## src/rtl/div_pkg.sv

```systemverilog
package div_pkg;
  typedef enum logic [1:0] {
    ST_IDLE = 2'd0,
    ST_RUN  = 2'd1,
    ST_FIN  = 2'd2
  } div_state_e;
endpackage

```

## src/rtl/div_prep.sv

```systemverilog
// Operand conditioning: magnitudes, quotient sign and special-case detect.
module div_prep #(
  parameter int AW = 64,
  parameter int BW = 32
) (
  input  logic          signed_mode,
  input  logic [AW-1:0] a_i,
  input  logic [BW-1:0] b_i,
  output logic [AW-1:0] a_mag_o,
  output logic [BW-1:0] b_mag_o,
  output logic          neg_q_o,
  output logic          special_o
);
  localparam logic [AW-1:0] A_MIN = {1'b1, {(AW-1){1'b0}}};
  localparam logic [BW-1:0] B_NEG1 = {BW{1'b1}};

  logic a_neg, b_neg, zero_div, ovf;

  always_comb begin
    a_neg     = signed_mode & a_i[AW-1];
    b_neg     = signed_mode & b_i[BW-1];
    a_mag_o   = a_neg ? (~a_i + 1'b1) : a_i;
    b_mag_o   = b_neg ? (~b_i + 1'b1) : b_i;
    neg_q_o   = a_neg ^ b_neg;
    zero_div  = (b_i == '0);
    ovf       = signed_mode & (a_i == A_MIN) & (b_i == B_NEG1);
    special_o = zero_div | ovf;
  end
endmodule

```

## src/rtl/div_step.sv

```systemverilog
// One restoring shift-subtract iteration on magnitudes.
module div_step #(
  parameter int AW = 64,
  parameter int BW = 32
) (
  input  logic [BW:0]   rem_i,
  input  logic [AW-1:0] quo_i,
  input  logic [BW-1:0] dvs_i,
  output logic [BW:0]   rem_o,
  output logic [AW-1:0] quo_o
);
  logic [BW+1:0] shifted;
  logic [BW+1:0] diff;
  logic          fits;

  always_comb begin
    shifted = {rem_i, quo_i[AW-1]};
    diff    = shifted - {2'b00, dvs_i};
    fits    = ~diff[BW+1];
    rem_o   = fits ? diff[BW:0] : shifted[BW:0];
    quo_o   = {quo_i[AW-2:0], fits};
  end
endmodule

```

## src/rtl/div_fix.sv

```systemverilog
// Final sign correction of the unsigned quotient.
module div_fix #(
  parameter int AW = 64
) (
  input  logic [AW-1:0] q_i,
  input  logic          neg_i,
  output logic [AW-1:0] q_o
);
  always_comb q_o = neg_i ? (~q_i + 1'b1) : q_i;
endmodule

```

## src/rtl/wide_div_unit.sv

```systemverilog
module wide_div_unit
  import div_pkg::*;
#(
  parameter int AW = 64,
  parameter int BW = 32
) (
  input  logic          clk,
  input  logic          rst_n,
  input  logic          start,
  input  logic          signed_mode,
  input  logic [AW-1:0] op_a,
  input  logic [BW-1:0] op_b,
  output logic          busy,
  output logic          done,
  output logic [AW-1:0] result
);
  localparam int CNT_W = $clog2(AW);
  localparam logic [CNT_W-1:0] LAST = CNT_W'(AW - 1);

  // reset synchronizer: asserts asynchronously, releases on clock
  logic rst_meta, rst_n_s;
  always_ff @(posedge clk or negedge rst_n) begin
    if (!rst_n) begin
      rst_meta <= 1'b0;
      rst_n_s  <= 1'b0;
    end else begin
      rst_meta <= 1'b1;
      rst_n_s  <= rst_meta;
    end
  end

  div_state_e      state_q, state_n;
  logic [CNT_W-1:0] cnt_q, cnt_n;
  logic [BW:0]     rem_q, rem_n;
  logic [AW-1:0]   quo_q, quo_n;
  logic [BW-1:0]   dvs_q, dvs_n;
  logic            neg_q, neg_n;
  logic [AW-1:0]   res_q, res_n;
  logic            ld_work, ld_res;

  logic [AW-1:0] a_mag;
  logic [BW-1:0] b_mag;
  logic          neg_in, special;
  logic [BW:0]   step_rem;
  logic [AW-1:0] step_quo, fixed_q;

  div_prep #(.AW(AW), .BW(BW)) u_prep (
    .signed_mode (signed_mode),
    .a_i         (op_a),
    .b_i         (op_b),
    .a_mag_o     (a_mag),
    .b_mag_o     (b_mag),
    .neg_q_o     (neg_in),
    .special_o   (special)
  );

  div_step #(.AW(AW), .BW(BW)) u_step (
    .rem_i (rem_q),
    .quo_i (quo_q),
    .dvs_i (dvs_q),
    .rem_o (step_rem),
    .quo_o (step_quo)
  );

  div_fix #(.AW(AW)) u_fix (
    .q_i   (step_quo),
    .neg_i (neg_q),
    .q_o   (fixed_q)
  );

  // next-state logic
  always_comb begin
    state_n = state_q;
    cnt_n   = cnt_q;
    rem_n   = rem_q;
    quo_n   = quo_q;
    dvs_n   = dvs_q;
    neg_n   = neg_q;
    res_n   = res_q;
    ld_work = 1'b0;
    ld_res  = 1'b0;
    unique case (state_q)
      ST_IDLE: begin
        if (start) begin
          if (special) begin
            res_n   = op_a;
            ld_res  = 1'b1;
            state_n = ST_FIN;
          end else begin
            rem_n   = '0;
            quo_n   = a_mag;
            dvs_n   = b_mag;
            neg_n   = neg_in;
            cnt_n   = '0;
            ld_work = 1'b1;
            state_n = ST_RUN;
          end
        end
      end
      ST_RUN: begin
        rem_n   = step_rem;
        quo_n   = step_quo;
        cnt_n   = cnt_q + 1'b1;
        ld_work = 1'b1;
        if (cnt_q == LAST) begin
          res_n   = fixed_q;
          ld_res  = 1'b1;
          state_n = ST_FIN;
        end
      end
      ST_FIN:  state_n = ST_IDLE;
      default: state_n = ST_IDLE;
    endcase
  end

  // registers with explicit enables
  always_ff @(posedge clk or negedge rst_n_s) begin
    if (!rst_n_s) begin
      state_q <= ST_IDLE;
    end else begin
      state_q <= state_n;
    end
  end

  always_ff @(posedge clk or negedge rst_n_s) begin
    if (!rst_n_s) begin
      cnt_q <= '0;
      rem_q <= '0;
      quo_q <= '0;
      dvs_q <= '0;
      neg_q <= 1'b0;
    end else if (ld_work) begin
      cnt_q <= cnt_n;
      rem_q <= rem_n;
      quo_q <= quo_n;
      dvs_q <= dvs_n;
      neg_q <= neg_n;
    end
  end

  always_ff @(posedge clk or negedge rst_n_s) begin
    if (!rst_n_s) begin
      res_q <= '0;
    end else if (ld_res) begin
      res_q <= res_n;
    end
  end

  assign busy   = (state_q != ST_IDLE);
  assign done   = (state_q == ST_FIN);
  assign result = res_q;

  // assertions
  a_r4_zero_returns_a: assert property (@(posedge clk) disable iff (!rst_n_s)
    (start && !busy && op_b == '0) |=> (done && result == $past(op_a)));

  a_r5_overflow_returns_a: assert property (@(posedge clk) disable iff (!rst_n_s)
    (start && !busy && signed_mode && op_a == {1'b1, {(AW-1){1'b0}}} && op_b == {BW{1'b1}})
      |=> (done && result == $past(op_a)));

  a_r8_busy_covers_done: assert property (@(posedge clk) disable iff (!rst_n_s)
    done |-> busy);

  a_r9_done_single: assert property (@(posedge clk) disable iff (!rst_n_s)
    done |=> !done);

  a_r10_run_continues: assert property (@(posedge clk) disable iff (!rst_n_s)
    (busy && !done) |=> busy);

  a_r11_result_held: assert property (@(posedge clk) disable iff (!rst_n_s)
    (!done && $past(!done)) |-> $stable(result));
endmodule

```

## config.mk

```make
export PLATFORM = sky130hd
export DESIGN_NAME = wide_div_unit
export DESIGN_NICKNAME = d
export VERILOG_FILES = /design/src/rtl/div_pkg.sv /design/src/rtl/div_prep.sv /design/src/rtl/div_step.sv /design/src/rtl/div_fix.sv /design/src/rtl/wide_div_unit.sv
export SDC_FILE = /design/constraint.sdc
export NUM_CORES = 1
export LEC_CHECK = 0
export CAP_MARGIN = 10
export CORE_ASPECT_RATIO = 0.6
export CORE_MARGIN = 2
export CORE_UTILIZATION = 50
export CTS_BUF_LIST = sky130_fd_sc_hd__clkbuf_16
export CTS_CLUSTER_DIAMETER = 60
export CTS_CLUSTER_SIZE = 12
export DETAILED_ROUTE_END_ITERATION = 10
export DONT_BUFFER_PORTS = 1
export PLACE_DENSITY = 0.76
export SLEW_MARGIN = 20
export SYNTH_ARGS = -nofsm -noshare
export SYNTH_HDL_FRONTEND = slang
export SYNTH_SLANG_ARGS = --single-unit
```

## constraint.sdc

```tcl
create_clock -name clk -period 5.6 [get_ports clk]
set_input_delay 0.28 -clock clk [delete_from_list [all_inputs] [get_ports clk]]
set_output_delay 0.28 -clock clk [all_outputs]
set_load 0.02 [all_outputs]
```

# After elaboration in Yosys (flattened, before gate mapping)
# Index checks and enable logic that the tools add are counted.
totals:
  reg_bits: 204
  output_inout_bits: 66
  elab_cells: 70
op_classes:
  addsub: 5
  n_eq_ne: 9
  muxes: 28
  n_bitwise: 11
  reduce_logical: 8
ops:
  columns: ["operator", "n"]
  rows:
  - ["2-to-1 mux 64 bit", 7]
  - ["one-hot mux 64 bit (2 select lines)", 2]
  - ["adder 64 x 1 -> 64 bit, second input constant", 2]
  - ["NOT 64 bit", 2]
  - ["2-to-1 mux 33 bit", 3]
  - ["one-hot mux 33 bit (2 select lines)", 1]
  - ["== test 64 bit, second input constant", 1]
  - ["subtractor 34 x 32 -> 34 bit", 1]
  - ["adder 32 x 1 -> 32 bit, second input constant", 1]
  - ["== test 32 bit, second input constant", 1]
  - ["zero test 32 bit", 1]
  - ["2-to-1 mux 32 bit", 1]
  - ["NOT 32 bit", 1]
  - ["2-to-1 mux 6 bit", 2]
  - ["one-hot mux 6 bit (2 select lines)", 1]
  - ["inequality test 2 bit, second input constant", 4]
  - ["AND reduction 4 bit", 2]
  - ["adder 6 x 1 -> 6 bit, second input constant", 1]
  - ["== test 6 bit, second input constant", 1]
  - ["2-to-1 mux 2 bit", 3]
  - ["2-to-1 mux 1 bit", 5]
  - ["AND reduction 5 bit", 1]
  - ["AND 1 bit", 4]
  - ["one-hot mux 1 bit (2 select lines)", 2]
  - ["other kinds (9)", 11]

# Depth between registers and ports, before layout
# Gate-level depths: netlist of the first run.
depth:
  word_depth: 8
  ltp_mapped: 23
  ltp_nobuf: 20

# By module
# Synthesis of the first run repeated with hierarchy kept, for this count alone.
hier_totals:
  cells_unflattened: 1747
  hier_area_um2: 15653.8
by_module_without_submodules:
  columns: ["module", "n_inst", "cells_each", "area_each_um2"]
  rows:
  - ["wide_div_unit", 1, 823, 9049.9]
  - ["div_step", 1, 370, 2693.8]
  - ["div_prep", 1, 348, 2260.9]
  - ["div_fix", 1, 206, 1649.1]

# Worst setup path after synthesis of the first run
# OpenSTA, ideal clock, no wires.
synth_path:
  path_kind: "reg2reg"
  startpoint: "register rem_q[1]"
  endpoint: "register res_q[56], in the netlist result[56]"
  setup_ps: 130
  arrival_ps: 4887
  setup_slack_ps: 582
  path_stages_with_launch: 22
  cell_sequence: "dfrtp_1 > ha_1 > o21ai_1 > a21oi_1 > or4_1 > nand2_1 > o21ai_1 > a2111oi_0 > a311oi_1 > inv_1 > clkbuf_1 > clkbuf_1 > ha_1 > nand2b_1 > nor4_2 > nand4_2 > or2_4 > or4_4 > o41ai_2 > xnor2_1 > mux2i_1 > o21ai_1"
synth_via:
  elab_chain_cells: 7
synth_rtl:
  columns: ["element", "line_no", "source"]
  rows:
  - ["start, declared", "wide_div_unit.sv:34", "logic [BW:0] rem_q, rem_n;"]
  - ["start signal, assigned", "wide_div_unit.sv:134", "rem_q <= rem_n;"]
  - ["subtractor 34 x 32 -> 34 bit", "div_step.sv:18", "diff = shifted - {2'b00, dvs_i};"]
  - ["NOT 1 bit", "div_step.sv:19", "fits = ~diff[BW+1];"]
  - ["NOT 64 bit", "div_fix.sv:9", "always_comb q_o = neg_i ? (~q_i + 1'b1) : q_i;"]
  - ["adder 64 x 1 -> 64 bit", "div_fix.sv:9", null]
  - ["2-to-1 mux 64 bit", "div_fix.sv:9", null]
  - ["2-to-1 mux 64 bit", "wide_div_unit.sv:105", "if (cnt_q == LAST) begin"]
  - ["one-hot mux 64 bit (2 select lines)", "wide_div_unit.sv:82", "unique case (state_q)"]
  - ["end signal, assigned", "wide_div_unit.sv:145", "res_q <= res_n;"]
  - ["end, declared", "wide_div_unit.sv:38", "logic [AW-1:0] res_q, res_n;"]
# No other way between the ends. The select of a mux whose other input is x is not followed.
# A chain may end at the register's enable or synchronous reset.

# Worst setup path after layout of the first run
layout_path:
  startpoint: "register rem_q[1]"
  endpoint: "register res_q[58], in the netlist result[58]"
# Same word-level chain as after synthesis.

==> qor.yml, run 1 <==
power_and_ir_drop:
  powerDensity_mw_per_mm2: 535
  p_comb_share_pct: 53.9
  vdd_ir_drop_max_mv: 0.399
  pwr-share-clk_pct: 14.9
  p_seq_share_pct: 31.2
  static-leakage-power_nw: 6.59
  power.switching_mw: 4.10
  p_int_mw: 4.48
  power.share.switching_pct: 47.8
floorplan:
  die_x_um: 223
  die_area_mm2: 0.0303
  core_mm2: 0.0286
  start_util_pct: 50.5
  rows: 48
  die_h_um: 136
  ios: 166
detailed_routing:
  wirelength_um: 47300
  drtIter0Drc: 1780
  wl_per_cell_um: 21.3
  viasPerCell: 6.36
  drc_errors: 0
  via_count: 14100
  drtPass1Iterations: 5
  ant_nets: 0
cts:
  htreeDepth: 1
  cts_tree: "built"
  cts_setup_buffers: 0
  clkTransAtPathRegs_ns: 0.06
  clock_path_buffers: 3
  insertion_delay_ns: 0.53
  cts_buffers: 21
  ctsRootBufferMaster: "clkbuf_16"
  cts_sinks: 204
synth:
  yosys.area.top_type: "dfrtp_1"
  syn_avg_cell_area_um2: 7.89
  ys_warn_count: 0
  yosysUniqueCellTypes: 82
  synth_top_cell_area_share_pct: 35.4
  ys_ff_latch: 204
  syn_inst: 1830
  syn_area_mm2: 0.0144
  synth_nets: 1968
  synthTopCellsByArea: "dfrtp_1 35%, o21ai_0 7.5%, nand2_1 6.5%"
  synthFlopType: "dfrtp_1"
  synth-edff-count: 0
  yosysSeqAreaShare_pct: 35.4
  synth-async-reset-ratio_pct: 100
timing:
  fin_skew_ns: 0.0144
  hold_ws_ns: 0.00388
  setup_tns_ns: 0
  final_max_slew_viol_count: 0
  slew_headroom_pct: 28.8
  worstMarginPinSlew_ns: 1.06
  finalWorstSetupSlack_ns: 0.444
  grt_setup_unrepaired: "false"
  max_freq_ghz: 0.194
  finalSetupViolCount: 0
  period_share_pct: 92.1
  post-route-min-period_ns: 5.16
  hold_viol_final: 0
placed_design:
  pre_cts_slack_ns: 0.428
  post_dp_cell_area_mm2: 0.0147
  gp_congestion: 0.968
  hpwlAfterDp_um: 31500
  io_buffers: 0
grt:
  grt_max_degree: 105
  grt_pass1_wl_um: 74400
  grt_overflow: 0
  grt_antenna_before_repair: 1
  track_usage_pct: 30.9
  grt_pass1_vias: 13100
critical_path:
  critPathKind: "register to register"
  crit_path_start_kind: "register"
  cp.required_ns: 6.04
  critPathArrivalTime_ns: 5.60
  cp-end-kind: "register"
  path_max_fanout: 6
cells_and_area:
  fin_area_mm2: 0.0160
  synthToLayoutAreaGrowth_pct: 11.1
  n_antenna_cell: 0
  nets: 1982
  fillers: 2605
  layout_common_cells: "249 x nand2_1, 215 x o21ai_0, 202 x dfrtp_1"
  final_layout_size_suffix_gt1_share_pct: 4.77
  mostFrequentLayoutCell: "nand2_1"
  final_util_pct: 56.1
outcome:
  outcome: "finished clean"
run:
  cap_violations: 0
min_path:
  min_path_type: "input port to register"
repair_timing:
| item | CTS | global route |
|---|---|---|
| gates resized for setup | 0 | 2 |
| hold endpoints to repair | 89 | 0 |
| hold buffers | 79 | 0 |
| endpoints found under the setup margin | 0 | 2 |
sequential cells by signal (all words and copies together), names as in the netlist:
| signal | flops |
|---|---|
| cnt_q | 6 |
| dvs_q | 32 |
| neg_q | 1 |
| quo_q | 64 |
| rem_q | 33 |
| result | 64 |
| rst_meta | 1 |
| rst_n_s | 1 |
| state_q | 2 |
final timing paths:
kind,startpoint,to,slack [ns],depth (start not counted)
max,rem_q[1],result[58],0.44,20
min,op_a[13],result[13],0.004,3
max reg2reg,rem_q[1],result[58],0.44,20
min reg2reg,rst_n_s,result[17],0.29,0
max in group asynchronous,rst_n_s,result[48],4.22,1
min in group asynchronous,rst_n_s,result[17],0.29,0
critical path, stage by stage, from the launching register on:
cell,delay (ns)
dfrtp_1,0.41
ha_1,0.36
o21ai_1,0.15
a21oi_1,0.08
or4_1,0.52
nand2_1,0.19
o21ai_1,0.22
a2111oi_1,0.46
buf_4,0.19
a311oi_4,0.03
inv_1,0.11
ha_1,0.18
nand2b_1,0.15
nor4_4,0.31
nand4_2,0.22
or2_4,0.31
or4_4,0.54
o21ai_0,0.24
xnor2_1,0.16
mux2i_1,0.09
o21ai_0,0.16
synthesized netlist by cell type (5+ instances only):
cell,number
a2111oi_0,5
a211o_1,10
a211oi_1,6
a21o_1,17
a21oi_1,148
a31oi_1,17
and2_1,9
and3_1,6
buf_1,6
buf_2,27
clkbuf_1,75
dfrtp_1,204
ha_1,37
inv_1,52
mux2i_1,21
nand2_1,251
nand2b_1,21
nand3_1,84
nand4_1,18
nor2_1,170
nor2b_1,8
nor3_1,32
nor4_1,26
o211ai_1,18
o21ai_0,215
o21ai_1,6
o22ai_1,9
o31a_1,7
o31ai_1,38
o41ai_1,17
or2_2,5
or3_1,21
or4_1,15
or4_4,5
xnor2_1,75
xor2_1,74
cell type report:
class | count | area, um2 | area share [%]
sequential | 204 | 5110 | 31.8
clock buffer | 21 | 526 | 3.27
tap | 375 | 469 | 2.92
inverter | 53 | 199 | 1.24
timing repair buffer | 102 | 996 | 6.21
clock inverter | 4 | 21.3 | 0.133
multi-input combinational | 1462 | 8730 | 54.4
power groups by stage:
| stage | logic (mW) | clock network [mW] | registers [mW] |
|---|---|---|---|
| after floorplan | 3.49 | 0 | 2.50 |
| after global placement | 4.31 | 0 | 2.65 |
| after detailed placement | 4.43 | 0 | 2.67 |
| after CTS | 4.50 | 1.29 | 2.65 |
| after global routing | 5.16 | 1.36 | 2.74 |
| final | 4.62 | 1.28 | 2.68 |
per-layer routing:
layer,GRT usage [%],wire (um),vias up
li1,-,-,6534
met1,47.0,21600,6778
met2,43.0,19000,748
met3,8.59,5510,71
met4,7.37,1110,2
met5,0,10,-
stage by stage:
stage / std cells / total power, mW
after floorplan: 1830 / 5.98
after global placement: 2116 / 6.96
after detailed placement: 2116 / 7.11
after CTS: 2220 / 8.44
after global routing: 2221 / 9.26
final: 2221 / 8.58
cell families after synthesis:
logic type	synth area share (%)
AOI/OAI and AO/OA	22.4
xor gates and xnor gates	9.04
adders and majority gates	3.34
buffers and inverters	4.60
DFF	35.4
muxes	1.69
other	0.0260
and+or+nand+nor	23.6
(Power assumes the default switching activity.)
==> run 2, diff against run 1 <==
- PLACE_DENSITY: 0.76 -> 0.73
- REMOVE_ABC_BUFFERS: not set -> 1
- clock period: 5.6 -> 6.4 ns (I/O delays scaled with it)
==> run 2 against run 1 <==
Non-clock buffer count is 56 lower. Total power is 14% lower. First-iteration DRC count is 19% lower. Largest power group unchanged.
==> qor.yml, run 2 (same netlist as run 1, synthesis figures left out) <==
detailed_routing:
  wl_per_cell_um: 20.5  # was 21.3 um
  ant_nets: 0  # unchanged
  topRoutingLayerUsed: "met4"  # was met5
  wl_met1_um: 20300  # was 21600 um
  met2RoutedLength_um: 18000  # was 19000 um
  via_count: 13700  # was 14100
  viasPerCell: 6.31  # was 6.36
  drc_errors: 0  # unchanged
  drtPass1Iterations: 6  # was 5
  wirelength_um: 44300  # was 47300 um
  wl_met3_um: 4970  # was 5510 um
  drtIter0Drc: 1434  # was 1780
placed_design:
  io_buffers: 0  # unchanged
  hpwlAfterDp_um: 30800  # was 31500 um
  gp_congestion: 0.932  # was 0.968
  placed_cells: 2113  # was 2116
timing:
  setup_tns_ns: 0  # unchanged
  final_max_slew_viol_count: 0  # unchanged
  post-route-min-period_ns: 5.27  # was 5.16 ns
  worstMarginPinSlew_ns: 1.07  # was 1.06 ns
  fin_skew_ns: 0.0260  # was 0.0144 ns
  finalSetupViolCount: 0  # unchanged
  slew_headroom_pct: 28.6  # was 28.8%
  hold_viol_final: 0  # unchanged
  grt_setup_unrepaired: "false"  # unchanged
  max_freq_ghz: 0.190  # was 0.194 GHz
  period_share_pct: 82.3  # was 92.1%
power_and_ir_drop:
  powerDensity_mw_per_mm2: 478  # was 535 mW/mm2
  static-leakage-power_nw: 6.35  # was 6.59 nW
  vdd_ir_drop_max_mv: 0.256  # was 0.399 mV
  finalPower_mw: 7.39  # was 8.58 mW
cts:
  cts_tree: "built"  # unchanged
  cts_resized: 0  # unchanged
  clock_path_buffers: 3  # unchanged
  insertion_delay_ns: 0.53  # about the same
  ctsRootBufferMaster: "clkbuf_16"  # unchanged
  cts_setup_buffers: 0  # unchanged
  htreeDepth: 1  # unchanged
  cts_sinks: 204  # unchanged
  postCtsHoldBufs: 27  # was 79
  cts_buffers: 21  # unchanged
  clkTransAtPathRegs_ns: 0.07  # was 0.06 ns
run:
  cap_violations: 0  # unchanged
grt:
  grt_pass1_wl_um: 69800  # was 74400 um
  grt_overflow: 0  # unchanged
  grt_antenna_before_repair: 0  # was 1
  grt_max_degree: 106  # was 105
  grt_pass1_vias: 12400  # was 13100
  track_usage_pct: 28.9  # was 30.9%
critical_path:
  cp-end-kind: "register"  # unchanged
  critical_path.top_delay_family: "simple AND/OR/NAND/NOR gates"  # unchanged
  crit_path_start_kind: "register"  # unchanged
  critPathArrivalTime_ns: 5.71  # was 5.60 ns
  crit_chain: "ha_1 -> o21ai_1 -> a21oi_1 -> or4_1 -> nand2_1 -> o21ai_1 -> a2111oi_0 -> a311oi_4 -> inv_1 -> ha_1 -> nand2b_1 -> nor4_2 -> nand4_2 -> or2_4 -> or4_4 -> o21ai_0 -> xnor2_1 -> mux2i_1 -> o21ai_0"  # was ha_1 -> o21ai_1 -> a21oi_1 -> or4_1 -> nand2_1 -> o21ai_1 -> a2111oi_1 -> buf_4 -> a311oi_4 -> inv_1 -> ha_1 -> nand2b_1 -> nor4_4 -> nand4_2 -> or2_4 -> or4_4 -> o21ai_0 -> xnor2_1 -> mux2i_1 -> o21ai_0
  path_max_fanout: 6  # unchanged
  cp.required_ns: 6.84  # was 6.04 ns
  max_stage_delay_ns: 0.79  # was 0.54 ns
  critPathKind: "register to register"  # unchanged
  crit_slowest_cell: "a2111oi_0"  # was or4_4
  crit_buf_inv: 1  # was 2
cells_and_area:
  n_antenna_cell: 0  # unchanged
  nets: 1926  # was 1982
  fillers: 2697  # was 2605
  layoutNonFillerInstCount: 2165  # was 2221
  synthToLayoutAreaGrowth_pct: 7.04  # was 11.1%
  layout_common_cells: "249 x nand2_1, 215 x o21ai_0, 202 x dfrtp_1"  # unchanged
  mostFrequentLayoutCell: "nand2_1"  # unchanged
  final_layout_size_suffix_gt1_share_pct: 4.69  # was 4.77%
floorplan:
  ios: 166  # unchanged
  die_x_um: 223  # unchanged
  die_area_mm2: 0.0303  # unchanged
  die_h_um: 136  # unchanged
  start_util_pct: 50.5  # unchanged
  core_mm2: 0.0286  # unchanged
  rows: 48  # unchanged
outcome:
  outcome: "finished clean"  # unchanged
min_path:
  min_path_type: "input port to register"  # unchanged
==> run 2: cell types whose count changed in the layout (fill, tap and decap cells not counted), sizes merged <==
cell / previous run / this run
buf: 23 / 19
dlygate4sd3: 79 / 27
inv: 55 / 56
clkinv: 2 / 1
==> run 2: cell type report <==
cell class / count / area, um2 / share of cell area [%]
multi-input combinational: 1462 / 8720 / 56.4
sequential: 204 / 5110 / 33.1
clock buffer: 21 / 526 / 3.40
tap: 375 / 469 / 3.04
timing repair buffer: 46 / 413 / 2.67
inverter: 53 / 199 / 1.29
clock inverter: 4 / 23.8 / 0.154
==> run 2: layer usage <==
metal  vias up  GRT usage (%)
li1       6430              -
met1      6492           43.7
met2       666           41.0
met3        67           7.79
met4         0           6.59
met5         -              0
==> run 2: final timing paths <==
check | startpoint | endpoint | slack (ns) | cells after the start
setup reg to reg | rem_q[1] | result[52] | 1.13 | 19
setup / recovery | rem_q[1] | result[52] | 1.13 | 19
min in group asynchronous | rst_n | rst_meta | 0.02 | 1
max in group asynchronous | rst_n_s | dvs_q[11] | 4.24 | 2
hold / removal | op_a[56] | result[56] | 0.003 | 2
hold reg to reg | rst_meta | rst_n_s | 0.35 | 0
==> run 2: per-stage QoR <==
| step | utilization [%] | cell area, um2 | worst slack (ns) | hold slack [ns] |
|---|---|---|---|---|
| global placement | 51.2 | 14600 | 1.39 | 0.0244 |
| detailed placement | 51.2 | 14600 | 1.21 | 0.0245 |
| CTS | 54.1 | 15500 | 1.19 | 0.00213 |
| finish | 54.1 | 15500 | 1.13 | 0.00296 |
| floorplan | - | 14000 | -2.00 | 0.0244 |
| global route | 54.1 | 15500 | 0.788 | 0.0123 |
==> run 2: where the power goes <==
group,internal [mW],switching (mW),total (mW)
sequential,1.78,0.544,2.33
combinational,1.52,2.44,3.96
clock,0.584,0.522,1.11
total,3.89,3.51,7.39
